`src/rtl/cfgbr_pkg.sv`:
```
package cfgbr_pkg;
  // Selector field layout (decoded by software and by this block)
  localparam int BUS_W     = 8;
  localparam int DEV_W     = 5;
  localparam int FN_W      = 3;
  localparam int DWORD_W   = 6;
  localparam int EN_BIT    = 31;
  localparam int BUS_LSB   = 16;
  localparam int DEV_LSB   = 11;
  localparam int FN_LSB    = 8;
  localparam int DWORD_LSB = 2;

  localparam logic [1:0] SIZE_BYTE = 2'd0;
  localparam logic [1:0] SIZE_WORD = 2'd1;

  typedef enum logic [1:0] {
    SEQ_IDLE  = 2'd0,
    SEQ_ISSUE = 2'd1,
    SEQ_WAIT  = 2'd2,
    SEQ_REPLY = 2'd3
  } seq_state_t;

  typedef struct packed {
    logic               enable;
    logic [BUS_W-1:0]   bus;
    logic [DEV_W-1:0]   dev;
    logic [FN_W-1:0]    fn;
    logic [DWORD_W-1:0] dword;
  } cfg_sel_t;
endpackage

```
`src/rtl/cfgbr_lane_be.sv`:
```
module cfgbr_lane_be #(
  parameter int BE_W      = 4,
  parameter int LANE_BITS = 2
) (
  input  logic [LANE_BITS-1:0] lo_addr,
  input  logic [1:0]           size,
  output logic [BE_W-1:0]      be
);
  import cfgbr_pkg::*;

  logic [BE_W-1:0] base;

  always_comb begin
    case (size)
      SIZE_BYTE: base = {{(BE_W-1){1'b0}}, 1'b1};
      SIZE_WORD: base = {{(BE_W-2){1'b0}}, 2'b11};
      default:   base = '1;
    endcase
    if (size == SIZE_BYTE || size == SIZE_WORD) be = base << lo_addr;
    else                                        be = '1;
  end
endmodule

```
`src/rtl/cfgbr_addr_reg.sv`:
```
module cfgbr_addr_reg #(
  parameter int DATA_W = 32
) (
  input  logic                 clk,
  input  logic                 rst_n,
  input  logic                 wr_en,
  input  logic [DATA_W/8-1:0]  be,
  input  logic [DATA_W-1:0]    wdata,
  output logic [DATA_W-1:0]    value,
  output cfgbr_pkg::cfg_sel_t  sel
);
  import cfgbr_pkg::*;

  localparam int BE_W = DATA_W / 8;

  logic [DATA_W-1:0] wmasked;
  assign wmasked = {wdata[DATA_W-1:2], 2'b00};

  for (genvar l = 0; l < BE_W; l++) begin : g_lane
    always_ff @(posedge clk) begin
      if (!rst_n)                value[8*l +: 8] <= '0;
      else if (wr_en && be[l])   value[8*l +: 8] <= wmasked[8*l +: 8];
    end
  end

  assign sel.enable = value[EN_BIT];
  assign sel.bus    = value[BUS_LSB +: BUS_W];
  assign sel.dev    = value[DEV_LSB +: DEV_W];
  assign sel.fn     = value[FN_LSB +: FN_W];
  assign sel.dword  = value[DWORD_LSB +: DWORD_W];

  // selector only changes on an enabled write
  assert_areg_hold_R10: assert property (@(posedge clk) disable iff (!rst_n)
    !wr_en |=> $stable(value));
  // the two low bits never hold a one
  assert_areg_lowzero_R2: assert property (@(posedge clk) disable iff (!rst_n)
    wr_en |=> value[1:0] == 2'b00);
endmodule

```
`src/rtl/cfgbr_idsel_enc.sv`:
```
module cfgbr_idsel_enc #(
  parameter int AD_W      = 32,
  parameter int IDSEL_LSB = 11,
  parameter int NUM_SLOTS = 21
) (
  input  logic [cfgbr_pkg::DEV_W-1:0]   dev,
  input  logic [cfgbr_pkg::FN_W-1:0]    fn,
  input  logic [cfgbr_pkg::DWORD_W-1:0] dword,
  output logic [AD_W-1:0]               ad,
  output logic                          reachable
);
  import cfgbr_pkg::*;

  localparam int SLOT_TOP = IDSEL_LSB + NUM_SLOTS;

  logic [NUM_SLOTS-1:0] hot;

  for (genvar s = 0; s < NUM_SLOTS; s++) begin : g_slot
    assign hot[s] = (dev == DEV_W'(s));
  end

  assign reachable = |hot;

  always_comb begin
    ad = '0;
    ad[IDSEL_LSB +: NUM_SLOTS] = hot;
    ad[FN_LSB +: FN_W]         = fn;
    ad[DWORD_LSB +: DWORD_W]   = dword;
  end

  initial begin
    if (SLOT_TOP > AD_W) $error("IDSEL slots exceed address width");
  end
endmodule

```
`src/rtl/cfgbr_seq.sv`:
```
module cfgbr_seq #(
  parameter int DATA_W = 32,
  parameter int AD_W   = 32,
  parameter int BE_W   = 4
) (
  input  logic              clk,
  input  logic              rst_n,
  input  logic              io_req_valid,
  output logic              io_req_ready,
  input  logic              io_req_write,
  input  logic [DATA_W-1:0] io_req_wdata,
  input  logic              fwd,
  input  logic [AD_W-1:0]   fwd_ad,
  input  logic [BE_W-1:0]   fwd_be,
  input  logic [DATA_W-1:0] local_rdata,
  output logic              io_rsp_valid,
  input  logic              io_rsp_ready,
  output logic [DATA_W-1:0] io_rsp_rdata,
  output logic              cfg_req_valid,
  input  logic              cfg_req_ready,
  output logic              cfg_req_write,
  output logic [AD_W-1:0]   cfg_req_ad,
  output logic [BE_W-1:0]   cfg_req_be,
  output logic [DATA_W-1:0] cfg_req_wdata,
  input  logic              cfg_rsp_valid,
  input  logic              cfg_rsp_abort,
  input  logic [DATA_W-1:0] cfg_rsp_rdata
);
  import cfgbr_pkg::*;

  seq_state_t        state;
  logic [AD_W-1:0]   ad_q;
  logic [BE_W-1:0]   be_q;
  logic              wr_q;
  logic [DATA_W-1:0] wd_q;
  logic [DATA_W-1:0] rd_q;

  always_ff @(posedge clk) begin
    if (!rst_n) begin
      state <= SEQ_IDLE;
      ad_q  <= '0;
      be_q  <= '0;
      wr_q  <= 1'b0;
      wd_q  <= '0;
      rd_q  <= '0;
    end else begin
      case (state)
        SEQ_IDLE: if (io_req_valid) begin
          if (fwd) begin
            ad_q  <= fwd_ad;
            be_q  <= fwd_be;
            wr_q  <= io_req_write;
            wd_q  <= io_req_wdata;
            state <= SEQ_ISSUE;
          end else begin
            rd_q  <= local_rdata;
            state <= SEQ_REPLY;
          end
        end
        SEQ_ISSUE: if (cfg_req_ready) state <= SEQ_WAIT;
        SEQ_WAIT: if (cfg_rsp_valid) begin
          if (wr_q)               rd_q <= '0;
          else if (cfg_rsp_abort) rd_q <= '1;
          else                    rd_q <= cfg_rsp_rdata;
          state <= SEQ_REPLY;
        end
        SEQ_REPLY: if (io_rsp_ready) state <= SEQ_IDLE;
        default: state <= SEQ_IDLE;
      endcase
    end
  end

  assign io_req_ready  = (state == SEQ_IDLE);
  assign cfg_req_valid = (state == SEQ_ISSUE);
  assign io_rsp_valid  = (state == SEQ_REPLY);
  assign cfg_req_ad    = ad_q;
  assign cfg_req_be    = be_q;
  assign cfg_req_write = wr_q;
  assign cfg_req_wdata = wd_q;
  assign io_rsp_rdata  = rd_q;

  assert_cfg_hold_R11: assert property (@(posedge clk) disable iff (!rst_n)
    cfg_req_valid && !cfg_req_ready |=> cfg_req_valid && $stable(cfg_req_ad)
      && $stable(cfg_req_be) && $stable(cfg_req_write) && $stable(cfg_req_wdata));
  assert_rsp_hold_R11: assert property (@(posedge clk) disable iff (!rst_n)
    io_rsp_valid && !io_rsp_ready |=> io_rsp_valid && $stable(io_rsp_rdata));
  assert_abort_ones_R6: assert property (@(posedge clk) disable iff (!rst_n)
    state == SEQ_WAIT && cfg_rsp_valid && cfg_rsp_abort && !wr_q
      |=> io_rsp_valid && io_rsp_rdata == '1);
  assert_issue_after_accept_R12: assert property (@(posedge clk) disable iff (!rst_n)
    $rose(cfg_req_valid) |-> $past(io_req_valid && io_req_ready));
endmodule

```
`src/rtl/cfg_port_bridge.sv`:
```
module cfg_port_bridge #(
  parameter int          IO_AW     = 16,
  parameter int          DATA_W    = 32,
  parameter int          AD_W      = 32,
  parameter int          IDSEL_LSB = 11,
  parameter int          NUM_SLOTS = 21,
  parameter int unsigned ADDR_PORT = 32'h0CF8,
  parameter int unsigned DATA_PORT = 32'h0CFC
) (
  input  logic                 clk,
  input  logic                 rst_n,
  input  logic                 io_req_valid,
  output logic                 io_req_ready,
  input  logic                 io_req_write,
  input  logic [IO_AW-1:0]     io_req_addr,
  input  logic [1:0]           io_req_size,
  input  logic [DATA_W-1:0]    io_req_wdata,
  output logic                 io_rsp_valid,
  input  logic                 io_rsp_ready,
  output logic [DATA_W-1:0]    io_rsp_rdata,
  output logic                 cfg_req_valid,
  input  logic                 cfg_req_ready,
  output logic                 cfg_req_write,
  output logic [AD_W-1:0]      cfg_req_ad,
  output logic [DATA_W/8-1:0]  cfg_req_be,
  output logic [DATA_W-1:0]    cfg_req_wdata,
  input  logic                 cfg_rsp_valid,
  input  logic                 cfg_rsp_abort,
  input  logic [DATA_W-1:0]    cfg_rsp_rdata
);
  import cfgbr_pkg::*;

  localparam int BE_W      = DATA_W / 8;
  localparam int LANE_BITS = $clog2(BE_W);
  localparam logic [IO_AW-1:0] ADDR_HIT = IO_AW'(ADDR_PORT);
  localparam logic [IO_AW-1:0] DATA_HIT = IO_AW'(DATA_PORT);

  logic              accept, hit_addr, hit_data, reach, fwd;
  logic [BE_W-1:0]   be;
  logic [DATA_W-1:0] sel_value, local_rdata;
  logic [AD_W-1:0]   fwd_ad;
  cfg_sel_t          sel;

  assign accept   = io_req_valid && io_req_ready;
  assign hit_addr = io_req_addr[IO_AW-1:LANE_BITS] == ADDR_HIT[IO_AW-1:LANE_BITS];
  assign hit_data = io_req_addr[IO_AW-1:LANE_BITS] == DATA_HIT[IO_AW-1:LANE_BITS];

  cfgbr_lane_be #(.BE_W(BE_W), .LANE_BITS(LANE_BITS)) u_be (
    .lo_addr (io_req_addr[LANE_BITS-1:0]),
    .size    (io_req_size),
    .be      (be)
  );

  cfgbr_addr_reg #(.DATA_W(DATA_W)) u_areg (
    .clk   (clk),
    .rst_n (rst_n),
    .wr_en (accept && io_req_write && hit_addr),
    .be    (be),
    .wdata (io_req_wdata),
    .value (sel_value),
    .sel   (sel)
  );

  cfgbr_idsel_enc #(.AD_W(AD_W), .IDSEL_LSB(IDSEL_LSB), .NUM_SLOTS(NUM_SLOTS)) u_idsel (
    .dev       (sel.dev),
    .fn        (sel.fn),
    .dword     (sel.dword),
    .ad        (fwd_ad),
    .reachable (reach)
  );

  assign fwd = hit_data && sel.enable && (sel.bus == '0) && reach;

  always_comb begin
    if (io_req_write)  local_rdata = '0;
    else if (hit_addr) local_rdata = sel_value;
    else               local_rdata = '1;
  end

  cfgbr_seq #(.DATA_W(DATA_W), .AD_W(AD_W), .BE_W(BE_W)) u_seq (
    .clk           (clk),
    .rst_n         (rst_n),
    .io_req_valid  (io_req_valid),
    .io_req_ready  (io_req_ready),
    .io_req_write  (io_req_write),
    .io_req_wdata  (io_req_wdata),
    .fwd           (fwd),
    .fwd_ad        (fwd_ad),
    .fwd_be        (be),
    .local_rdata   (local_rdata),
    .io_rsp_valid  (io_rsp_valid),
    .io_rsp_ready  (io_rsp_ready),
    .io_rsp_rdata  (io_rsp_rdata),
    .cfg_req_valid (cfg_req_valid),
    .cfg_req_ready (cfg_req_ready),
    .cfg_req_write (cfg_req_write),
    .cfg_req_ad    (cfg_req_ad),
    .cfg_req_be    (cfg_req_be),
    .cfg_req_wdata (cfg_req_wdata),
    .cfg_rsp_valid (cfg_rsp_valid),
    .cfg_rsp_abort (cfg_rsp_abort),
    .cfg_rsp_rdata (cfg_rsp_rdata)
  );

  assert_idsel_onehot_R3: assert property (@(posedge clk) disable iff (!rst_n)
    cfg_req_valid |-> $countones(cfg_req_ad[AD_W-1:IDSEL_LSB]) == 1
      && cfg_req_ad[1:0] == 2'b00);
  assert_be_nonzero_R4: assert property (@(posedge clk) disable iff (!rst_n)
    cfg_req_valid |-> cfg_req_be != '0);
  assert_no_fwd_disabled_R7: assert property (@(posedge clk) disable iff (!rst_n)
    accept && hit_data && !sel.enable |=> !cfg_req_valid);
  // unreachable slot or foreign bus never starts a cycle
  assert_no_fwd_unreach_R8: assert property (@(posedge clk) disable iff (!rst_n)
    accept && hit_data && (sel.bus != '0 || !reach) |=> !cfg_req_valid);
endmodule

```
`config.mk`:
```
export PLATFORM = sky130hd
export DESIGN_NAME = cfg_port_bridge
export DESIGN_NICKNAME = d
export VERILOG_FILES = /design/src/rtl/cfgbr_pkg.sv /design/src/rtl/cfgbr_lane_be.sv /design/src/rtl/cfgbr_addr_reg.sv /design/src/rtl/cfgbr_idsel_enc.sv /design/src/rtl/cfgbr_seq.sv /design/src/rtl/cfg_port_bridge.sv
export SDC_FILE = /design/constraint.sdc
export NUM_CORES = 1
export LEC_CHECK = 0
export ABC_CLOCK_PERIOD_IN_PS = 2050
export BUFFER_PORTS_ARGS = -buffer_cell sky130_fd_sc_hd__buf_2
export CORE_ASPECT_RATIO = 1.1
export CORE_MARGIN = 8
export CORE_UTILIZATION = 31
export DETAILED_ROUTE_END_ITERATION = 8
export HOLD_SLACK_MARGIN = 0.15
export PLACE_DENSITY = 0.65
export SLEW_MARGIN = 20
export SYNTH_ARGS = -nofsm -noshare
export SYNTH_HDL_FRONTEND = slang
export SYNTH_SLANG_ARGS = --single-unit
```
`constraint.sdc`:
```
create_clock -name clk -period 2.05 [get_ports clk]
set_input_delay 0.41 -clock clk [delete_from_list [all_inputs] [get_ports clk]]
set_output_delay 0.41 -clock clk [all_outputs]
set_load 0.05 [all_outputs]
```
==> results_dict.tcl, run 1 <==
set metrics [dict create \
    grt_pass1_vias 5606 \
    wl_per_cell_um 17.2 \
    cts_hold_buf 0 \
    ios 194 \
    ff_latch_area_um2 2620 \
    grt_start_max_net_pins 136 \
    port_buffers 191 \
    synth_area_leader_cell "dfxtp_1" \
    ys_async_sr_fraction_pct 0 \
    stdcell_area_um2 8130 \
    start_kind "flop" \
    reg2reg_slack_ns 0.12 \
    synth_top_area_share_pct 44.0 \
    ys_ff_latch 131 \
    dieArea_um2 23900 \
    fp.dieH_um 161 \
    start_util_pct 31.4 \
    hold_violations 0 \
    die_w_um 148 \
    detail-route-antenna-nets 0 \
    place_area_um2 7380 \
    relSlewSlack_pct 62.7 \
    drive_above_1_share_pct 31.4 \
    synth-edff-count 0 \
    vias 5923 \
    status "finished clean" \
    yosysSeqAreaShare_pct 44.0 \
    h-tree-depth 4 \
    nNetsFinal 1009 \
    setup_tns_ns 0 \
    synth.most_common_cell "nand2_1" \
    critPathCapture "u_seq.io_rsp_rdata[27]" \
    clk_pin_slew_ns 0.06 \
    synthDistinctLibCells 43 \
    syn_area_per_cell_um2 8.16 \
    multi_input_area_um2 3120 \
    worst_ep_arrival_time_ns 2.24 \
    fmax_ghz 0.517 \
    critPathLaunch "u_seq.state[0]" \
    cap_viol_max_count 0 \
    fp-row-count 53 \
    p_leak_nw 3.61 \
    r2r-start "u_seq.state[0]" \
    nFillCells 1935 \
    detail_route.first_pass.iterations 5 \
    core_um2 19000 \
    gp_congestion 0.830 \
    reg2reg_to "u_seq.io_rsp_rdata[27]" \
    critPathRequiredTime_ns 2.35 \
    setup_violations 0 \
    initialDrtViolationCount 426 \
    antenna_found_initial 1 \
    clock-sinks 131 \
    hold_path_class "in -> reg" \
    area_growth_syn_to_layout_pct 36.5 \
    cts-buffers-inserted 17 \
    min-delay-start "io_req_wdata[0]" \
    root_buffer "clkbuf_16" \
    yosys_warnings 0 \
    drc_errors 0 \
    layout_min_cycle_time_ns 1.93 \
    clk_path_buf_depth 2 \
    routed_wl_um 20200 \
    clock_latency_ns 0.42 \
    syn_inst 730 \
    yosys-top-cells-area "dfxtp_1 (44%), nand2_1 (8.4%), o21ai_0 (7.9%)" \
    tightest_slew_ns 0.559 \
    yosys-top-cells-count "nand2_1 (134), dfxtp_1 (131), o21ai_0 (94)" \
    overflow 0 \
    grt_pass1_wl_um 30800 \
    antennaDiodeCount 0 \
    cp-end-kind "flop" \
    fin_skew_ns 0.00712 \
    cts_tree "built" \
    grt_usage_pct 16.4 \
    worst_ir_drop_vdd_mv 0.860 \
    post_drt_via_cell_ratio 5.04 \
    reg2reg_depth 9 \
    path_class "reg -> reg" \
    synthFlopType "dfxtp_1" \
    cp_max_fo 15 \
    finalCritPeriodShare_pct 94.3 \
    syn-cell-area_um2 5960 \
    power_density_nw_per_um2 1230 \
    slew_violations 0 \
    hpwl_um 14700 \
]
==> cells in the final DEF (no fill, tap or decap), types with 3 or more instances in the layout <==
cell / instances
a21oi_1: 30
a31o_2: 9
and4_1: 3
buf_12: 11
buf_2: 190
buf_4: 22
bufinv_16: 6
clkbuf_16: 18
clkbuf_8: 3
clkinv_4: 3
dfxtp_1: 130
inv_1: 4
mux2i_1: 23
nand2_1: 134
nand2b_1: 35
nand3_1: 87
nor2_1: 13
nor2b_1: 7
nor3_1: 6
nor4_1: 7
nor4_4: 4
o211a_1: 5
o211ai_1: 29
o21a_1: 4
o21ai_0: 94
o31ai_1: 11
or2_2: 3
==> kinds of logic after synthesis <==
logic type	after synthesis	synth area share [%]
AND/OR/NAND/NOR	319	27.9
buffers and inverters	65	4.64
multiplexers	23	3.86
other	1	0.0629
adder cells (fa/ha/maj)	4	0.840
AO/OA/AOI/OAI	187	18.7
flip-flops	131	44.0
==> what timing repair did <==
| item | 4_1_cts | 5_1_grt |
|---|---|---|
| setup endpoints to repair | 0 | 43 |
| endpoints found under the hold margin | 0 | 0 |
| gates resized for setup | 0 | 7 |
| buffers inserted | 0 | 3 |
==> through the flow <==
step	util (%)	power (W)	hold WS, ns	cells	setup slack, ns
floorplan	-	0.00549	0.431	731	0.0438
global placement	38.9	0.00644	0.432	1139	0.0471
detailed placement	38.9	0.00647	0.440	1139	0.00472
CTS	42.6	0.0100	0.199	1171	0.0333
global route	42.9	0.0105	0.209	1175	-0.0211
finish	42.9	0.0100	0.219	1175	0.117
==> layer usage <==
layer  vias up  global-route usage (%)  part of all wire, %
met5         -                       0                0.064
li1       2953                       -                    -
met1      2723                    20.2                   43
met3        34                    4.81                  7.0
met2       211                    26.0                   48
met4         2                    7.01                  2.8
==> final cells by class <==
class,count,area share (%)
Clock buffer,20,5.74
Multi-Input combinational cell,535,38.3
Clock inverter,12,2.78
Sequential cell,131,32.3
Timing Repair Buffer,225,16.9
Tap cell,247,3.80
Inverter,5,0.231
==> power breakdown <==
| part | internal (W) | switching, W |
|---|---|---|
| registers | 0.00289 | 0.000241 |
| logic | 0.000941 | 0.00239 |
| clock network | 0.00238 | 0.00116 |
| total | 0.00621 | 0.00378 |
==> state kept, by name (all words and copies together) (netlist names) <==
| register | flops |
|---|---|
| u_areg.sel | 23 |
| u_areg.value | 7 |
| u_seq.cfg_req_ad | 30 |
| u_seq.cfg_req_be | 4 |
| u_seq.cfg_req_wdata | 32 |
| u_seq.cfg_req_write | 1 |
| u_seq.io_rsp_rdata | 32 |
| u_seq.state | 2 |
==> critical path, stage by stage, from the launching register on <==
cell,delay (ns)
dfxtp_1,0.33
inv_1,0.08
ha_4,0.19
nor2b_2,0.18
nor3_4,0.20
nand4_1,0.20
buf_4,0.20
clkbuf_16,0.17
o211ai_1,0.19
a21oi_1,0.09
==> worst min-delay path by stage <==
stage                         endpoint  slack, ns  cells past startpoint
3_5_place_dp   u_seq.cfg_req_wdata[27]       0.44                      2
6_report        u_seq.cfg_req_wdata[0]       0.22                      3
5_1_grt         u_seq.cfg_req_wdata[0]       0.21                      3
4_1_cts         u_seq.cfg_req_wdata[0]       0.20                      3
2_1_floorplan         u_areg.value[24]       0.43                      2
3_3_place_gp   u_seq.cfg_req_wdata[29]       0.43                      2
Power figures use the tool's default switching activity.
==> run 2: changes to the inputs <==
--- a/config.mk
+++ b/config.mk
@@ -10,6 +10,7 @@
 export CORE_ASPECT_RATIO = 1.1
 export CORE_MARGIN = 8
 export CORE_UTILIZATION = 31
+export CTS_BUF_LIST = sky130_fd_sc_hd__clkbuf_4 sky130_fd_sc_hd__clkbuf_8
 export DETAILED_ROUTE_END_ITERATION = 8
 export HOLD_SLACK_MARGIN = 0.15
 export PLACE_DENSITY = 0.65
==> results_dict.tcl, run 2 (synthesis results as in run 1) <==
set metrics [dict create \
    area_growth_syn_to_layout_pct 33.4 \
    clock_latency_ns 0.45 \
    fmax_ghz 0.520 \
    fin_cells 1175 \
    detail-route-antenna-nets 0 \
    nFillCells 1951 \
    setup_violations 0 \
    antenna_found_initial 1 \
    clk_pin_slew_ns 0.08 \
    antennaDiodeCount 0 \
    cp_max_fo 15 \
    core_um2 19000 \
    nNetsFinal 1009 \
    status "finished clean" \
    ios 194 \
    reg2reg_to "u_seq.io_rsp_rdata[26]" \
    wl_per_cell_um 17.2 \
    detail_route.first_pass.iterations 5 \
    relSlewSlack_pct 62.6 \
    r2r-start "u_seq.state[1]" \
    path_class "reg -> reg" \
    rsz0062_at_grt "no" \
    grt_pass1_wl_um 30800 \
    cts-buffers-inserted 17 \
    gr-usage-met2_pct 26.4 \
    finalCritPeriodShare_pct 93.8 \
    port_buffers 191 \
    drc_errors 0 \
    vias 5930 \
    stdcell_area_um2 7950 \
    layout_min_cycle_time_ns 1.92 \
    slowest_delay_ns 0.36 \
    gr-max-usage-layer "met2" \
    tightest_slew_ns 0.560 \
    hpwl_um 14700 \
    dp.cells 1139 \
    hold_violations 0 \
    die_w_um 148 \
    grt_pass1_vias 5602 \
    critPathSlowestCell "dfxtp_2" \
    crit_family "simple AND/OR/NAND/NOR gates" \
    root_buffer "clkbuf_8" \
    mostFrequentLayoutCells "buf_2 (190), nand2_1 (134), dfxtp_1 (130), o21ai_0 (94), nand3_1 (87)" \
    use_met3_pct 4.53 \
    min_path_cells 3 \
    worst_ep_arrival_time_ns 2.26 \
    power_density_nw_per_um2 1150 \
    post_drt_via_cell_ratio 5.05 \
    drive_above_1_share_pct 31.0 \
    setup_tns_ns 0 \
    mostFrequentLayoutCell "buf_2" \
    worst_ir_drop_vdd_mv 0.753 \
    reg2reg_slack_ns 0.13 \
    p_leak_nw 3.53 \
    fp.dieH_um 161 \
    path_buf_inv 3 \
    place_area_um2 7380 \
    critical_path.cell_chain "inv_1 -> ha_4 -> nor2b_1 -> nor3_4 -> nand4_1 -> buf_4 -> buf_12 -> o211ai_1 -> a21oi_1" \
    grt_start_max_net_pins 136 \
    hold_path_class "in -> reg" \
    grt_usage_pct 16.4 \
    overflow 0 \
    h-tree-depth 4 \
    holdPathEnd "u_seq.cfg_req_wdata[30]" \
    routed_wl_um 20200 \
    dieArea_um2 23900 \
    cap_viol_max_count 0 \
    gp_congestion 0.830 \
    slew_violations 0 \
    initialDrtViolationCount 499 \
    critPathRequiredTime_ns 2.39 \
    reg2reg_depth 9 \
    clock-sinks 131 \
    p_total_w 0.00918 \
    met1_usage_pct 20.2 \
    fp-row-count 53 \
    start_kind "flop" \
    clk_path_buf_depth 2 \
    fin_skew_ns 0.00934 \
    start_util_pct 31.4 \
    min-delay-start "io_req_wdata[30]" \
    cp-end-kind "flop" \
    cts_tree "built" \
]
run 2: final cells by class:
class	instances	area [µm²]	share of cell area, %
well taps	247	309	3.89
clock inverters	12	226	2.85
inverters	5	18.8	0.236
repair buffers	225	1380	17.3
multi-input cells	535	3120	39.2
flip-flops and latches	131	2620	33.0
clock buffers	20	275	3.46
run 2: worst max path at each step:
| stage | end | slack [ns] | depth (start not counted) | from |
|---|---|---|---|---|
| after global routing | u_seq.io_rsp_rdata[26] | 0.005 | 9 | u_seq.state[1] |
| after floorplan | u_seq.io_rsp_rdata[31] | 0.04 | 8 | u_seq.state[0] |
| final | u_seq.io_rsp_rdata[26] | 0.13 | 9 | u_seq.state[1] |
| after CTS | u_seq.io_rsp_rdata[17] | 0.03 | 6 | u_areg.sel[14] |
| after detailed placement | u_areg.sel[2] | 0.005 | 8 | io_req_addr[14] |
| after global placement | u_areg.sel[5] | 0.05 | 8 | io_req_addr[14] |
run 2: report_power, final:
group | internal, W | switching, W
Clock | 0.00167 | 0.00107
Sequential | 0.00288 | 0.000240
Combinational | 0.000932 | 0.00238
Total | 0.00549 | 0.00369
run 2: timing repair:
item / in CTS / in global routing
setup buffers: 0 / 2
endpoints found under the setup margin: 0 / 45
hold buffers: 1 / 0
hold endpoints to repair: 1 / 0
resized for setup: 0 / 5
run 2: per-stage QoR:
stage | utilization, % | hold slack [ns] | setup WS [ns]
finish | 41.9 | 0.188 | 0.128
global route | 41.9 | 0.188 | 0.00452
CTS | 41.6 | 0.154 | 0.0310
detailed placement | 38.9 | 0.440 | 0.00472
global placement | 38.9 | 0.432 | 0.0471
floorplan | - | 0.431 | 0.0438
run 2: worst register-to-register path, cell delays in order, from the launching register on:
cell	delay (ns)
dfxtp_2	0.36
inv_1	0.08
ha_4	0.18
nor2b_1	0.18
nor3_4	0.21
nand4_1	0.11
buf_4	0.18
buf_12	0.15
o211ai_1	0.26
a21oi_1	0.11
run 2: layer usage:
layer  up-vias  share of wire [%]
met5         -              0.064
met4         2                2.5
met3        34                6.8
met2       221                 48
met1      2728                 42
li1       2945                  -
==> run 3: changes to the inputs <==
--- a/config.mk
+++ b/config.mk
@@ -7,13 +7,15 @@
 export LEC_CHECK = 0
 export ABC_CLOCK_PERIOD_IN_PS = 2050
 export BUFFER_PORTS_ARGS = -buffer_cell sky130_fd_sc_hd__buf_2
+export CELL_PAD_IN_SITES_DETAIL_PLACEMENT = 2
+export CELL_PAD_IN_SITES_GLOBAL_PLACEMENT = 2
 export CORE_ASPECT_RATIO = 1.1
 export CORE_MARGIN = 8
-export CORE_UTILIZATION = 31
+export CORE_UTILIZATION = 27
 export CTS_BUF_LIST = sky130_fd_sc_hd__clkbuf_4 sky130_fd_sc_hd__clkbuf_8
 export DETAILED_ROUTE_END_ITERATION = 8
 export HOLD_SLACK_MARGIN = 0.15
-export PLACE_DENSITY = 0.65
+export PLACE_DENSITY = 0.84
 export SLEW_MARGIN = 20
 export SYNTH_ARGS = -nofsm -noshare
 export SYNTH_HDL_FRONTEND = slang
==> results_dict.tcl, run 3 (synthesis results as in run 1) <==
set metrics [dict create \
    mostFrequentLayoutCell "buf_2" \
    routed.top_layer "met5" \
    gp_congestion 0.777 \
    setup_violations 0 \
    grt_usage_pct 17.2 \
    clk_path_buf_depth 2 \
    post_drt_via_cell_ratio 5.03 \
    wl_met1_um 10200 \
    wl_per_cell_um 19.3 \
    critPathRequiredTime_ns 2.37 \
    initialDrtViolationCount 253 \
    place_area_um2 7450 \
    clock-sinks 131 \
    clk_pin_slew_ns 0.08 \
    p_leak_nw 3.50 \
    power_density_nw_per_um2 1120 \
    fp.dieH_um 172 \
    h-tree-depth 4 \
    ios 194 \
    mostFrequentLayoutCells "buf_2 (190), nand2_1 (134), dfxtp_1 (130), o21ai_0 (94), nand3_1 (86)" \
    routed-wl-met3_um 1260 \
    layout_min_cycle_time_ns 1.95 \
    tightest_slew_ns 0.564 \
    dieArea_um2 27100 \
    dp.cells 1191 \
    fin_skew_ns 0.00894 \
    fmax_ghz 0.514 \
    detail_route.first_pass.iterations 4 \
    hpwl_um 18000 \
    worst_ep_arrival_time_ns 2.27 \
    routed_wl_um 23800 \
    hold_path_class "in -> reg" \
    rsz0062_at_grt "yes" \
    detail-route-antenna-nets 0 \
    vias 6186 \
    grt_pass1_vias 6611 \
    drive_above_1_share_pct 31.2 \
    area_growth_syn_to_layout_pct 33.5 \
    grt_start_max_net_pins 104 \
    final_core_util_pct 36.3 \
    stdcell_area_um2 7960 \
    port_buffers 191 \
    met2_length_um 11900 \
    relSlewSlack_pct 62.4 \
    antenna_found_initial 4 \
    nNetsFinal 1013 \
    root_buffer "clkbuf_8" \
    fp-row-count 57 \
    cts_tree "built" \
    start_kind "flop" \
    die_w_um 158 \
    cp-end-kind "flop" \
    cts-buffers-inserted 17 \
    hold_violations 0 \
    slew_violations 0 \
    fin_cells 1229 \
    cap_viol_max_count 0 \
    cp_max_fo 18 \
    worst_ir_drop_vdd_mv 0.383 \
    clock_latency_ns 0.44 \
    overflow 0 \
    drc_errors 0 \
    hold_slack_ns 0.213 \
    start_util_pct 27.2 \
    core_um2 21900 \
    finalCritPeriodShare_pct 95.0 \
    status "finished clean" \
    grt_pass1_wl_um 36400 \
    path_class "reg -> reg" \
]
==> run 3: power by group <==
| group | internal [W] | leakage (nW) | switching, W |
|---|---|---|---|
| Clock | 0.00137 | 0.211 | 0.00103 |
| Sequential | 0.00288 | 1.06 | 0.000259 |
| Combinational | 0.000914 | 2.22 | 0.00245 |
| Total | 0.00516 | 3.50 | 0.00373 |
==> run 3: timing repair <==
item / CTS / global route
setup endpoints to repair: 64 / 80
buffers inserted: 0 / 2
hold endpoints to repair: 1 / 0
gates resized for setup: 1 / 3
cloned: 0 / 1
hold buffers: 1 / 0
pin swaps: 0 / 3
==> run 3: through the flow <==
step	setup WS (ns)	setup TNS, ns	total power (W)
floorplan	0.0438	0	0.00549
global placement	-0.00129	-0.00129	0.00645
detailed placement	-0.0826	-1.14	0.00657
CTS	0.0516	0	0.00904
global route	-0.0127	-0.0425	0.00939
finish	0.103	0	0.00890
==> run 3: area by class of cell <==
class | instances | area, µm²
antenna | 4 | 10.0
inverter | 5 | 18.8
clock buffer | 20 | 263
clock inverter | 10 | 159
multi-input combinational | 535 | 3120
timing repair buffer | 229 | 1400
fill | 2573 | 13900
sequential | 131 | 2620
tap | 295 | 369
==> run 3: per-layer routing <==
| metal | vias up | track usage [%] |
|---|---|---|
| met4 | 2 | 5.59 |
| li1 | 2945 | - |
| met3 | 25 | 4.45 |
| met2 | 135 | 30.1 |
| met5 | - | 0 |
| met1 | 3079 | 20.2 |
==> run 3: worst paths after layout <==
| check | from | endpoint | slack [ns] | cells past startpoint |
|---|---|---|---|---|
| setup / recovery | u_seq.state[0] | u_seq.io_rsp_rdata[30] | 0.10 | 8 |
| hold / removal | io_req_wdata[27] | u_seq.cfg_req_wdata[27] | 0.21 | 3 |
| setup reg to reg | u_seq.state[0] | u_seq.io_rsp_rdata[30] | 0.10 | 8 |
| hold reg to reg | u_seq.cfg_req_wdata[29] | u_seq.cfg_req_wdata[29] | 0.45 | 2 |
==> run 3: critical path, cell delays in order, from the launching register on <==
cell and delay (ns):
dfxtp_1 0.33, inv_1 0.09, ha_1 0.24, nor2b_1 0.17, nor3_4 0.19, nand4_1 0.19, buf_4 0.26, o211ai_1 0.26
a21oi_1 0.10
